### src/rtl/awd_pkg.sv
package awd_pkg;
  localparam int AWD_DATA_W = 12;
  localparam int AWD_CHAN_W = 5;
  localparam int AWD_SEL_W  = 2;

  localparam logic [AWD_SEL_W-1:0] SEL_CTRL = 2'd0;
  localparam logic [AWD_SEL_W-1:0] SEL_HIGH = 2'd1;
  localparam logic [AWD_SEL_W-1:0] SEL_LOW  = 2'd2;
  localparam logic [AWD_SEL_W-1:0] SEL_STAT = 2'd3;

  localparam int CTL_REG_BIT  = 0;
  localparam int CTL_INJ_BIT  = 1;
  localparam int CTL_ONE_BIT  = 2;
  localparam int CTL_IRQ_BIT  = 3;
  localparam int CTL_CHAN_LSB = 4;

  typedef struct packed {
    logic                  reg_en;
    logic                  inj_en;
    logic                  one_chan;
    logic                  irq_en;
    logic [AWD_CHAN_W-1:0] chan;
    logic [AWD_DATA_W-1:0] upper;
    logic [AWD_DATA_W-1:0] lower;
  } awd_cfg_t;
endpackage

### src/rtl/awd_cfg_regs.sv
module awd_cfg_regs
  import awd_pkg::*;
#(
  parameter int WDATA_W  = 16,
  parameter int CHAN_MAX = 18
) (
  input  logic                 clk,
  input  logic                 rst_n,
  input  logic                 wr,
  input  logic [AWD_SEL_W-1:0] sel,
  input  logic [WDATA_W-1:0]   wdata,
  output awd_cfg_t             cfg
);
  localparam int CHAN_MSB = CTL_CHAN_LSB + AWD_CHAN_W - 1;
  localparam logic [AWD_CHAN_W-1:0] CHAN_LIMIT = AWD_CHAN_W'(CHAN_MAX);

  awd_cfg_t cfg_q, cfg_d;
  logic [AWD_CHAN_W-1:0] chan_wr;

  always_comb begin
    chan_wr = wdata[CHAN_MSB:CTL_CHAN_LSB];
    cfg_d   = cfg_q;
    if (wr) begin
      case (sel)
        SEL_CTRL: begin
          cfg_d.reg_en   = wdata[CTL_REG_BIT];
          cfg_d.inj_en   = wdata[CTL_INJ_BIT];
          cfg_d.one_chan = wdata[CTL_ONE_BIT];
          cfg_d.irq_en   = wdata[CTL_IRQ_BIT];
          cfg_d.chan     = (chan_wr > CHAN_LIMIT) ? '0 : chan_wr;
        end
        SEL_HIGH: cfg_d.upper = wdata[AWD_DATA_W-1:0];
        SEL_LOW:  cfg_d.lower = wdata[AWD_DATA_W-1:0];
        default:  cfg_d = cfg_q;
      endcase
    end
  end

  always_ff @(posedge clk or negedge rst_n) begin
    if (!rst_n) begin
      cfg_q.reg_en   <= 1'b0;
      cfg_q.inj_en   <= 1'b0;
      cfg_q.one_chan <= 1'b0;
      cfg_q.irq_en   <= 1'b0;
      cfg_q.chan     <= '0;
      cfg_q.upper    <= '1;
      cfg_q.lower    <= '0;
    end else if (wr) begin
      cfg_q <= cfg_d;
    end
  end

  assign cfg = cfg_q;

  // stored channel never exceeds the highest legal number
  assert_chan_in_range_R7: assert property (@(posedge clk) disable iff (!rst_n)
    cfg_q.chan <= CHAN_LIMIT);
endmodule

### src/rtl/awd_window_cmp.sv
module awd_window_cmp
  import awd_pkg::*;
(
  input  logic                  clk,
  input  logic                  rst_n,
  input  awd_cfg_t              cfg,
  input  logic                  valid,
  input  logic [AWD_DATA_W-1:0] code,
  input  logic [AWD_CHAN_W-1:0] chan,
  input  logic                  inj,
  output logic                  hit
);
  logic group_on, chan_on, outside;

  always_comb begin
    group_on = inj ? cfg.inj_en : cfg.reg_en;
    chan_on  = !cfg.one_chan || (chan == cfg.chan);
    outside  = (code > cfg.upper) || (code < cfg.lower);
    hit      = valid && group_on && chan_on && outside;
  end

  // no strobe, no violation
  assert_idle_no_hit_R10: assert property (@(posedge clk) disable iff (!rst_n)
    !valid |-> !hit);
  // both groups disabled keeps the comparator silent
  assert_groups_off_R5: assert property (@(posedge clk) disable iff (!rst_n)
    (!cfg.reg_en && !cfg.inj_en) |-> !hit);
endmodule

### src/rtl/awd_flag.sv
module awd_flag (
  input  logic clk,
  input  logic rst_n,
  input  logic hit,
  input  logic clr,
  input  logic irq_en,
  output logic flag,
  output logic irq
);
  logic flag_q, flag_d;

  always_comb begin
    flag_d = flag_q;
    if (hit)      flag_d = 1'b1;
    else if (clr) flag_d = 1'b0;
  end

  always_ff @(posedge clk or negedge rst_n) begin
    if (!rst_n) flag_q <= 1'b0;
    else        flag_q <= flag_d;
  end

  assign flag = flag_q;
  assign irq  = flag_q && irq_en;

  // flag holds unless a clear arrives
  assert_flag_sticky_R8: assert property (@(posedge clk) disable iff (!rst_n)
    (flag_q && !clr) |=> flag_q);
  // a violation beats a simultaneous clear
  assert_set_wins_R8: assert property (@(posedge clk) disable iff (!rst_n)
    (hit && clr) |=> flag_q);
endmodule

### src/rtl/awd_monitor.sv
module awd_monitor
  import awd_pkg::*;
#(
  parameter int WDATA_W  = 16,
  parameter int CHAN_MAX = 18
) (
  input  logic                  clk,
  input  logic                  rst_n,
  input  logic                  cfg_wr,
  input  logic [AWD_SEL_W-1:0]  cfg_sel,
  input  logic [WDATA_W-1:0]    cfg_wdata,
  input  logic                  res_valid,
  input  logic [AWD_DATA_W-1:0] res_data,
  input  logic [AWD_CHAN_W-1:0] res_chan,
  input  logic                  res_inj,
  output logic                  wd_flag,
  output logic                  wd_irq
);
  logic [1:0] rst_sync;
  logic       rst_int_n;
  awd_cfg_t   cfg;
  logic       hit, clr;

  always_ff @(posedge clk or negedge rst_n) begin
    if (!rst_n) rst_sync <= 2'b00;
    else        rst_sync <= {rst_sync[0], 1'b1};
  end
  assign rst_int_n = rst_sync[1];

  awd_cfg_regs #(.WDATA_W(WDATA_W), .CHAN_MAX(CHAN_MAX)) u_cfg (
    .clk(clk), .rst_n(rst_int_n), .wr(cfg_wr), .sel(cfg_sel),
    .wdata(cfg_wdata), .cfg(cfg));

  awd_window_cmp u_cmp (
    .clk(clk), .rst_n(rst_int_n), .cfg(cfg), .valid(res_valid),
    .code(res_data), .chan(res_chan), .inj(res_inj), .hit(hit));

  assign clr = cfg_wr && (cfg_sel == SEL_STAT) && !cfg_wdata[0];

  awd_flag u_flag (
    .clk(clk), .rst_n(rst_int_n), .hit(hit), .clr(clr),
    .irq_en(cfg.irq_en), .flag(wd_flag), .irq(wd_irq));

  // a violation is visible on the flag at the following edge
  assert_hit_sets_flag_R2: assert property (@(posedge clk) disable iff (!rst_int_n)
    hit |=> wd_flag);
  // interrupt never asserts without the flag
  assert_irq_needs_flag_R9: assert property (@(posedge clk) disable iff (!rst_int_n)
    wd_irq |-> wd_flag);
endmodule

### config.mk
export PLATFORM = sky130hd
export DESIGN_NAME = awd_monitor
export DESIGN_NICKNAME = d
export VERILOG_FILES = /design/src/rtl/awd_pkg.sv /design/src/rtl/awd_cfg_regs.sv /design/src/rtl/awd_window_cmp.sv /design/src/rtl/awd_flag.sv /design/src/rtl/awd_monitor.sv
export SDC_FILE = /design/constraint.sdc
export NUM_CORES = 1
export LEC_CHECK = 0
export ABC_CLOCK_PERIOD_IN_PS = 1100
export CAP_MARGIN = 10
export CELL_PAD_IN_SITES_DETAIL_PLACEMENT = 0
export CELL_PAD_IN_SITES_GLOBAL_PLACEMENT = 2
export CORE_MARGIN = 4
export CORE_UTILIZATION = 29
export DETAILED_ROUTE_END_ITERATION = 16
export GPL_ROUTABILITY_DRIVEN = 0
export GPL_TIMING_DRIVEN = 0
export PLACE_DENSITY_LB_ADDON = 0.1
export SLEW_MARGIN = 20
export SYNTH_ARGS = -nofsm -noshare
export SYNTH_HDL_FRONTEND = slang
export SYNTH_SLANG_ARGS = --single-unit
export TNS_END_PERCENT = 1
### constraint.sdc
create_clock -name clk -period 1.1 [get_ports clk]
set_input_delay 0.22 -clock clk [delete_from_list [all_inputs] [get_ports clk]]
set_output_delay 0.22 -clock clk [all_outputs]
set_load 0.02 [all_outputs]
After elaboration in Yosys (flattened, before gate mapping)
Index checks and enable logic that the tools add are counted.
{ "classes": {"add_sub_neg": 0, "multipliers": 0, "div_mod_pow": 0, "order_cmp": 3, "eq_ne": 4, "shift": 0, "n_mux": 4, "n_bitwise": 0, "n_reduce_logical": 15} }
{ "op_table": {"columns": ["op", "n"], "rows": [
  ["$gt 12x12->1", 1],
  ["$lt 12x12->1", 1],
  ["$logic_and 1x1->1", 6],
  ["$reduce_and 2->1", 3],
  ["$eq 5x5->1", 1],
  ["$gt 5x5->1 const B", 1],
  ["$mux 5", 1],
  ["$eq 2x2->1 const B", 2],
  ["$mux 1", 3],
  ["$eq 2x1->1 const B", 1],
  ["$logic_not 1->1", 2],
  ["$logic_not 2->1", 1],
  ["$logic_or 1x1->1", 2],
  ["$reduce_bool 2->1", 1]
]} }
{ "word_totals": {"register_bits": 36, "latchBits": 0, "ram_bits": 0, "rom_bits": 0, "out_inout_bits": 2, "wordCells": 35, "memories": 0} }

Longest topological paths before layout
Gate-level depths: netlist of the first run.
{ "logic_depth": {"ltp_word": 5, "mapped_depth": 7} }

Hierarchy
From an unflattened synthesis of the first run, not the netlist that was laid out.
{ "hier_totals": {"hier_cells": 187, "area_unflattened_um2": 2070.7} }
{ "by_module_without_submodules": {"columns": ["mod", "instances", "cells_each", "area_per_inst_um2"], "rows": [
  ["awd_cfg_regs", 1, 89, 1298.7],
  ["awd_window_cmp", 1, 90, 665.6],
  ["awd_monitor", 1, 4, 63.8],
  ["awd_flag", 1, 4, 42.5]
]} }

Worst setup path after synthesis of the first run
No wires, ideal clock.
{ "synth_timing": {"kind": "reg2reg", "startpoint": "register u_cfg.cfg_q, in the netlist u_cfg.cfg[22]", "endpoint": "register u_flag.flag_q (netlist: u_flag.flag)", "setup_time_ps": 130, "arrival_time_ps": 1458, "required_ps": 970, "setup_slack_ps": -487, "path_stages_with_launch": 7, "period_less_slack_ps": 1587, "path_cell_list": "dfstp_2 > inv_1 > ha_1 > nand4_1 > or3_1 > o31ai_1 > a21oi_1"} }
{ "synth_via": {"elab_chain_len": 4, "elab_cells_between_ends": 5, "classes_between": "1 x order compare; 1 x mux; 3 x reduce/logical"} }
{ "synth_rtl": {"columns": ["item", "line_no", "source"], "rows": [
  ["start, declared", "awd_cfg_regs.sv:17", "awd_cfg_t cfg_q, cfg_d;"],
  ["start signal, assigned", "awd_cfg_regs.sv:49", "cfg_q <= cfg_d;"],
  ["$gt 12x12->1 (*)", "awd_window_cmp.sv:18", "outside = (code > cfg.upper) || (code < cfg.lower);"],
  ["$logic_or 1x1->1 (*)", "awd_window_cmp.sv:18", null],
  ["$logic_and 1x1->1 (*)", "awd_window_cmp.sv:19", "hit = valid && group_on && chan_on && outside;"],
  ["$mux 1 / $reduce_bool 2->1 (equally long branches)", null, null],
  ["end signal, assigned", "awd_flag.sv:20", "else flag_q <= flag_d;"],
  ["end, declared", "awd_flag.sv:10", "logic flag_q, flag_d;"]
]} }
Every way passes the cells marked *; elsewhere a longest branch is shown, timed or not.
A chain may end at the register's enable or synchronous reset.

Final worst setup path of the first run
{ "layout_timing": {"startpoint": "register u_cfg.cfg_q, in the netlist u_cfg.cfg[19]", "endpoint": "register u_flag.flag_q (netlist: u_flag.flag)"} }
The elaborated chain is that of the path after synthesis.

==> key figures, run 1 <==
Global route
  – GRT Total Usage: 11.2%
  – Global-route wire length before repair: 7.46 mm
  – Antenna violations before repair: 0
  – Congestion Overflow GR: 0
  – Pin count of the biggest net entering global routing: 35
  – Vias in the first global route: 1541

Critical path
  – Critical Path, Cell by Cell: inv_2 > ha_4 > nand4_1 > or3_1 > o31ai_2 > a21oi_1
  – CP max FO: 3
  – Worst path slowest cell: dfstp_2
  – Crit start category: flip-flop
  – Crit path launch: u_cfg.cfg[19]
  – Critical Path RT: 1.26 ns
  – Crit path DAT: 1.89 ns
  – CP Capture Type: flip-flop
  – Critical path class: reg2reg
  – Slowest stage delay, CP: 0.54 ns
  – CP Buf/Inv Count: 1
  – Crit path max-delay family: simple AND/OR/NAND/NOR gates
  – Reg-to-reg startpoint: u_cfg.cfg[19]

Yosys
  – Cells after synthesis: 186
  – Largest area contributor in the netlist: dfrtp_1
  – Mean Syn Cell Area: 11.0 um2
  – Largest family of logic cells by synthesized area: adder cells
  – Synth top area share: 29.4%
  – Post-synthesis register bit count: 36
  – FFs w/ async S/R, synth: 100%
  – Simple-gate share of the synthesized area: 9.24%
  – Post-synthesis compound-gate area fraction: 9.61%
  – Post-Synth XOR/XNOR Area: 2.14%
  – Syn Nets: 249
  – Post-synthesis mux area share: 13.8%
  – Synth unique cells: 34
  – Synth area leaders: dfrtp_1 29%, dfstp_2 15%, ha_1 14%
  – Most used DFF post-synth: dfrtp_1
  – Syn Std Cell Area: 0.00204 mm2
  – Post-synthesis sequential area ratio: 44.8%
  – Yosys warnings: 0
  – Area share of fa/ha/maj cells after synthesis: 14.1%
  – EDFF count, synth: 0

Layout
  – Antenna diode count: 0
  – Layout cells sized above 1: 32.5%
  – Nets: 293
  – Multi-input logic area: 0.00113 mm2
  – Register Area: 917 um2
  – Commonest non-fill, non-tap cell in the layout: clkdlybuf4s50_1
  – Most frequent cells in the layout: 32 x clkdlybuf4s50_1, 25 x mux2_2, 23 x dfrtp_1
  – Design area: 0.00278 mm2
  – Final Non-Filler Cells: 327
  – Filler cell count: 699
  – Area grow syn2layout: 35.9%
  – Layout Utilization: 40.7%

STA
  – Final Max Slew Viols: 0
  – Hold WS: 0.0880 ns
  – Worst Tran Pin Value: 0.760 ns
  – Final Critical Period: 1.72 ns
  – Fin Setup TNS: -0.728 ns
  – Fmax: 580 MHz
  – Fin. Hold Viols: 0
  – Setup WS post-layout: -0.624 ns
  – Relative slew margins: 49.4%
  – Setup-failing EPs final: 2
  – Final Skew: 0.00593 ns
  – RSZ-0062 raised after global routing: yes
  – Crit share post-route: 157%

Hold path
  – Hold Crit Class: in2async

Placement
  – Dpl ws: -0.910 ns
  – Post-DP Area: 0.00259 mm2
  – DP Cell Count: 319
  – HPWL after detailed placement: 3.68 mm
  – IO buf count: 37

Power
  – P_leak: 1.21 nW
  – Max VDD drop: 608 uV
  – Design Power: 4.19 mW
  – Power per Cell Area: 1510 mW/mm2

Routing
  – DRT met1 WL: 2.07 mm
  – Post-route ant nets: 0
  – Vias per cell: 4.44
  – Max Used Layer: met4
  – DR iter-0 viols: 23
  – Metal2 WL: 2.20 mm
  – Met3 routed WL: 185 um
  – Pre-Repair DR Iteration Count: 4
  – Final WL: 4.51 mm
  – Residual DRC: 0
  – Routed vias: 1453
  – Drt wl/cell: 13.8 um

Die
  – Height of the die: 92.0 um
  – Area of the die: 0.00846 mm2
  – Core Rows: 30
  – IO Pins: 42
  – Total core area: 0.00683 mm2
  – Starting Density: 29.9%
  – Die X: 92.0 um

Outcome
  – Status: complete, but fails checks
  – Failing checks: negative setup slack

Clock tree
  – Clock Tree Buf Depth: 2
  – CTS tree: done
  – Worst skew pair latency: 0.29 ns
  – CTS H-Tree Depth: 2
  – Clk pin slew, worst setup/hold paths: 0.07 ns
  – Root buf cell: clkbuf_8
  – Post-CTS Setup Inserts: 0
  – CTS buffer count: 5
  – Num Clock Sinks: 36

Job
  – Max-cap violation count: 0
[routing by layer]
layer | track usage [%] | up-vias
met2 | 18.7 | 26
met3 | 2.87 | 7
li1 | - | 732
met4 | 3.71 | 0
met5 | 0 | -
met1 | 14.1 | 688
[Yosys cell counts, types with 3 or more instances]
cell type	instances
dfrtp_1	24
a21oi_1	10
dfstp_2	12
o21ai_0	8
nand2_1	14
xnor2_1	3
ha_1	23
inv_1	25
nand4_1	3
nand3_1	4
mux2_2	25
[cells by family after synthesis]
family                   Yosys count
other                              1
flip-flops                        36
multiplexers                      25
buffers and inverters             29
AO/OA/AOI/OAI                     31
XOR/XNOR                           5
AND/OR/NAND/NOR                   36
adder cells (fa/ha/maj)           23
[registers in the layout, indices dropped and copies added (netlist names)]
| signal | flops |
|---|---|
| u_cfg.cfg | 33 |
| rst_sync | 2 |
| u_flag.flag | 1 |
[area by class of cell]
type / count / area share, %
Sequential cell: 36 / 33.0
Inverter: 25 / 3.38
Multi-Input combinational cell: 121 / 40.7
Clock inverter: 1 / 1.08
Clock buffer: 7 / 3.47
Tap cell: 96 / 4.32
Timing Repair Buffer: 37 / 12.4
Buffer: 4 / 1.62
[where the power goes]
group / internal [mW] / leakage (nW) / switching, mW
clock: 0.800 / 0.0645 / 0.482
sequential: 1.62 / 0.417 / 0.148
combinational: 0.611 / 0.727 / 0.530
total: 3.03 / 1.21 / 1.16
[worst paths after layout]
check,cells past startpoint,slack (ns),end
max in group asynchronous,0,0.27,u_cfg.cfg[11]
setup / recovery,6,-0.62,u_flag.flag
setup reg to reg,6,-0.62,u_flag.flag
hold reg to reg,0,0.34,u_cfg.cfg[31]
hold / removal,1,0.09,rst_sync[0]
min in group clk,0,0.36,rst_sync[1]
[timing repair]
item                                    in CTS  in global routing
resized for setup                           19                 18
pin swaps                                    6                  8
endpoints found under the setup margin      36                 15
hold endpoints to repair                     0                  0
hold buffers                                 0                  0
(Power assumes the default switching activity.)
==> run 2: changes to the inputs <==
Settings changed: CTS_CLUSTER_DIAMETER set to 120.
==> results of run 2 <==
Same layout as run 1: the final DEF is identical, and so are final timing and power.
